`src/rtl/mul_pkg.sv`:
```
package mul_pkg;
    typedef enum logic [1:0] {
        ST_IDLE = 2'd0,
        ST_RUN  = 2'd1,
        ST_DONE = 2'd2
    } mul_state_e;
endpackage

```
`src/rtl/mul_ctrl.sv`:
```
module mul_ctrl
    import mul_pkg::*;
#(
    parameter int W = 32
) (
    input  logic clk,
    input  logic rst_n,
    input  logic start,
    output logic load,
    output logic step,
    output logic busy,
    output logic done
);
    localparam int CW = $clog2(W + 1);
    localparam logic [CW-1:0] LAST = CW'(W - 1);

    mul_state_e state, state_nx;
    logic [CW-1:0] iter;

    // state register
    always_ff @(posedge clk) begin
        if (!rst_n) state <= ST_IDLE;
        else        state <= state_nx;
    end

    always_comb begin
        state_nx = state;
        unique case (state)
            ST_IDLE: if (start) state_nx = ST_RUN;
            ST_RUN:  if (iter == LAST) state_nx = ST_DONE;
            ST_DONE: state_nx = ST_IDLE;
            default: state_nx = ST_IDLE;
        endcase
    end

    always_ff @(posedge clk) begin
        if (!rst_n)    iter <= '0;
        else if (load) iter <= '0;
        else if (step) iter <= iter + 1'b1;
    end

    // outputs
    always_comb begin
        load = 1'b0;
        step = 1'b0;
        busy = 1'b0;
        done = 1'b0;
        unique case (state)
            ST_IDLE: load = start;
            ST_RUN:  begin step = 1'b1; busy = 1'b1; end
            ST_DONE: done = 1'b1;
            default: ;
        endcase
    end


    done_pulse_chk: assert property (@(posedge clk) disable iff (!rst_n)
        done |=> !done && !busy);


    iter_count_chk: assert property (@(posedge clk) disable iff (!rst_n)
        $rose(done) |-> $past(iter) == LAST);


    iter_advance_chk: assert property (@(posedge clk) disable iff (!rst_n)
        (busy && iter != LAST) |=> busy && iter == $past(iter) + 1'b1);


    busy_end_chk: assert property (@(posedge clk) disable iff (!rst_n)
        $fell(busy) |-> done);
endmodule

```
`src/rtl/mul_datapath.sv`:
```
module mul_datapath #(
    parameter int W = 32
) (
    input  logic           clk,
    input  logic           rst_n,
    input  logic           load,
    input  logic           step,
    input  logic [W-1:0]   mcand_in,
    input  logic [W-1:0]   mplier_in,
    output logic [2*W-1:0] product
);
    localparam int PW = 2 * W;

    logic [W-1:0]  mcand_q;
    logic [PW-1:0] acc_q;
    logic [W:0]    upper_sum;

    always_comb begin
        if (acc_q[0]) upper_sum = {1'b0, acc_q[PW-1:W]} + {1'b0, mcand_q};
        else          upper_sum = {1'b0, acc_q[PW-1:W]};
    end

    always_ff @(posedge clk) begin
        if (!rst_n) begin
            mcand_q <= '0;
            acc_q   <= '0;
        end else if (load) begin
            mcand_q <= mcand_in;
            acc_q   <= {{W{1'b0}}, mplier_in};
        end else if (step) begin
            acc_q   <= {upper_sum, acc_q[W-1:1]};
        end
    end

    assign product = acc_q;


    hold_idle_chk: assert property (@(posedge clk) disable iff (!rst_n)
        (!load && !step) |=> $stable(product));


    mcand_hold_chk: assert property (@(posedge clk) disable iff (!rst_n)
        step |=> $stable(mcand_q));
endmodule

```
`src/rtl/shift_add_mul.sv`:
```
module shift_add_mul #(
    parameter int W = 32
) (
    input  logic           clk,
    input  logic           rst_n,
    input  logic           start,
    input  logic [W-1:0]   mcand_in,
    input  logic [W-1:0]   mplier_in,
    output logic           busy,
    output logic           done,
    output logic [2*W-1:0] product
);
    logic load, step;

    mul_ctrl #(.W(W)) u_ctrl (
        .clk   (clk),
        .rst_n (rst_n),
        .start (start),
        .load  (load),
        .step  (step),
        .busy  (busy),
        .done  (done)
    );

    mul_datapath #(.W(W)) u_dp (
        .clk       (clk),
        .rst_n     (rst_n),
        .load      (load),
        .step      (step),
        .mcand_in  (mcand_in),
        .mplier_in (mplier_in),
        .product   (product)
    );


    busy_done_excl_chk: assert property (@(posedge clk) disable iff (!rst_n)
        busy |-> !done);
endmodule

```
`config.mk`:
```
export PLATFORM = sky130hd
export DESIGN_NAME = shift_add_mul
export DESIGN_NICKNAME = d
export VERILOG_FILES = /design/src/rtl/mul_pkg.sv /design/src/rtl/mul_ctrl.sv /design/src/rtl/mul_datapath.sv /design/src/rtl/shift_add_mul.sv
export SDC_FILE = /design/constraint.sdc
export NUM_CORES = 1
export LEC_CHECK = 0
export ABC_AREA = 0
export BUFFER_PORTS_ARGS = -buffer_cell sky130_fd_sc_hd__buf_2
export CAP_MARGIN = 10
export CORE_MARGIN = 4
export CORE_UTILIZATION = 45
export CTS_CLUSTER_DIAMETER = 40
export DETAILED_ROUTE_END_ITERATION = 10
export GPL_ROUTABILITY_DRIVEN = 0
export PLACE_DENSITY_LB_ADDON = 0.05
export SETUP_SLACK_MARGIN = 0.4
export SYNTH_ARGS = -nofsm -noshare
export SYNTH_HDL_FRONTEND = slang
export SYNTH_SLANG_ARGS = --single-unit
```
`constraint.sdc`:
```
create_clock -name clk -period 2.9 [get_ports clk]
set_clock_uncertainty 0.15 [all_clocks]
set_input_delay 0.58 -clock clk [delete_from_list [all_inputs] [get_ports clk]]
set_output_delay 0.58 -clock clk [all_outputs]
set_load 0.02 [all_outputs]
```
==> flow_metrics.env <==
export IMPL_final_hold_violation_count=0
export IMPL_syn2layout_area_growth_pct=20.48
export IMPL_gr_usage_all_layers_pct=21.92
export IMPL_chipHeight_um=124.6
export IMPL_drt_pass1_iterations=5
export IMPL_route_vias_total=6005
export IMPL_drt_first_iter_violations=330
export IMPL_mean_instance_size_in_the_synthesized_netlist_um2=8.067
export IMPL_wl_per_cell_um=16.56
export IMPL_final_cells=1044
export IMPL_diodes=0
export IMPL_timing_critical_path_to_type="register"
export IMPL_dieWidth_um=124.6
export IMPL_place_inst=1024
export IMPL_crit_required_ns=3.00
export IMPL_clock_tree_root_cell="clkbuf_16"
export IMPL_numCtsBuffers=9
export IMPL_vias_per_cell=5.752
export IMPL_finalWorstPathRequiredPeriod_ns=2.548
export IMPL_cts_buffer_depth=2
export IMPL_maxCapViolCount=0
export IMPL_drtAntennaViolNets=0
export IMPL_drc_errors=0
export IMPL_syn_area_um2=6115
export IMPL_timing_fmax_mhz=392.4
export IMPL_synth_top_flop_cell="dfxtp_1"
export IMPL_filler_cell_count=1310
export IMPL_layout_cells_most_common_list="nand2_1 (132), buf_2 (132), dfxtp_1 (101)"
export IMPL_start_util_pct=45.99
export IMPL_synth_net_count=859
export IMPL_ioPinCount=133
export IMPL_setup_violations_final=0
export IMPL_worst_slew_margin_rel_pct=54.83
export IMPL_total_number_of_h_tree_levels=3
export IMPL_power_leakage_nw=3.101
export IMPL_synth_seq_cells=104
export IMPL_grt_pass1_wl_mm=28.53
export IMPL_dp_hpwl_mm=12.16
export IMPL_class_of_the_worst_hold_path="in -> reg"
export IMPL_critical_path_arrival_ns=2.65
export IMPL_clock_latency_ns=0.36
export IMPL_critical_path_class="reg -> reg"
export IMPL_core_area_um2=13300
export IMPL_placed_area_um2=6893
export IMPL_holdWs_ns=0.3107
export IMPL_yosys_warnings=0
export IMPL_cts_num_sinks=104
export IMPL_die_area_um2=15520
export IMPL_max_slew_worst_pin_slew_ns=0.6775
export IMPL_place_port_buffers=132
export IMPL_antenna_violations_before_repair=1
export IMPL_post_synth_inst_count=758
export IMPL_synth_edff_count=0
export IMPL_cts_tree="built"
export IMPL_vdd_ir_drop_worst_uv=279.2
export IMPL_timing_final_crit_share_pct=87.87
export IMPL_power_per_cell_area_nw_per_um2=462.7
export IMPL_clkSlewWorstSetupHoldPaths_ns=0.07
export IMPL_async_reset_ff_share_pct=0
export IMPL_post_route_cells_drive_above_1_share_pct=23.62
export IMPL_first_global_vias=5828
export IMPL_stdcell_area_um2=7367
export IMPL_tns_ns=0
export IMPL_outcome="completed"
export IMPL_grt_start_max_net_pins=67
export IMPL_timing_critical_path_from_type="register"
export IMPL_design_final_nets=965
export IMPL_rsz_0062_raised_after_global_routing="true"
export IMPL_crit_fanout=4
export IMPL_drv_slew=0
export IMPL_grt_ovfl_total=0
export IMPL_core_rowCount=42
export IMPL_synth_cell_types=64
export IMPL_sequential_element_share_of_the_synthesized_area_pct=34.05
export IMPL_drt_wl_total_mm=17.29
==> path summary, 6_finish.rpt <==
path / start / endpoint / slack [ns] / cells after the start
worst min register to register: u_dp.mcand_q[29] / u_dp.mcand_q[29] / 0.33 / 2
worst max register to register: u_dp.product[32] / u_dp.product[49] / 0.35 / 9
worst max-delay path: u_dp.product[32] / u_dp.product[49] / 0.35 / 9
worst min-delay path: mcand_in[31] / u_dp.mcand_q[31] / 0.31 / 3
==> cells by family after synthesis <==
logic type / Yosys count / synth area share, %
multiplexers: 12 / 1.964
adder cells (fa/ha/maj): 34 / 7.080
flip-flops: 104 / 34.05
AND/OR/NAND/NOR: 255 / 19.17
AO/OA/AOI/OAI: 263 / 29.77
buffers and inverters: 63 / 4.092
XOR/XNOR: 27 / 3.867
==> state kept, by name (all words and copies together) (netlist names) <==
name / cells
u_ctrl.state: 2
u_ctrl.iter: 6
u_dp.product: 64
u_dp.mcand_q: 32
==> synth_stat cells, drive strengths merged (16+ instances only) <==
cell	count	share of area [%]
dfxtp	104	34
a21boi	65	8.0
o21ai	31	2.5
buf	19	1.4
nor2	36	2.2
nand2	132	8.1
nor3	18	1.5
clkbuf	36	2.2
a21oi	54	4.4
a21o	16	2.0
a22oi	33	4.1
ha	33	6.8
==> final cells by class <==
| cell class | count | area, µm² | share of cell area, % |
|---|---|---|---|
| Inverter | 8 | 30.03 | 0.4076 |
| Clock buffer | 10 | 229.0 | 3.108 |
| Tap cell | 176 | 220.2 | 2.989 |
| Multi-Input combinational cell | 591 | 3964 | 53.80 |
| Timing Repair Buffer | 150 | 795.8 | 10.80 |
| Clock inverter | 5 | 42.54 | 0.5774 |
| Sequential cell | 104 | 2086 | 28.31 |
==> power breakdown <==
| group | internal, W | switching, W | total (W) |
|---|---|---|---|
| logic | 0.000245 | 0.000414 | 0.000658 |
| clock network | 0.000588 | 0.000591 | 0.00118 |
| registers | 0.00151 | 0.0000646 | 0.00157 |
| total | 0.00234 | 0.00107 | 0.00341 |
==> stage by stage <==
step	setup slack (ns)	total power [W]	util, %
floorplan	0.4224	0.002029	-
global placement	0.3107	0.002230	51.84
detailed placement	0.2690	0.002245	51.84
CTS	0.3845	0.003421	54.60
global route	0.2779	0.003576	55.41
finish	0.3518	0.003409	55.41
==> worst max-delay path, cell delays in order (launching register included) <==
cell,delay [ns]
dfxtp_2,0.34
ha_4,0.16
fa_2,0.37
a21oi_2,0.18
o221ai_4,0.15
a221oi_4,0.33
a31o_1,0.30
xor2_1,0.17
a21oi_1,0.08
a31o_1,0.20
==> what timing repair did <==
action,in CTS,in global routing
pin swaps,10,12
setup endpoints to repair,9,14
hold buffers,0,0
resized for setup,12,23
buffers inserted,4,1
==> per-layer routing <==
metal | share of wire, % | vias up | global-route usage [%]
met1 | 45 | 2839 | 27.55
met2 | 48 | 172 | 36.99
met5 | 0.040 | - | 0
met4 | 1.7 | 2 | 6.963
met3 | 5.5 | 28 | 5.360
li1 | - | 2964 | -
No activity file was read; power rests on OpenSTA's default activity.
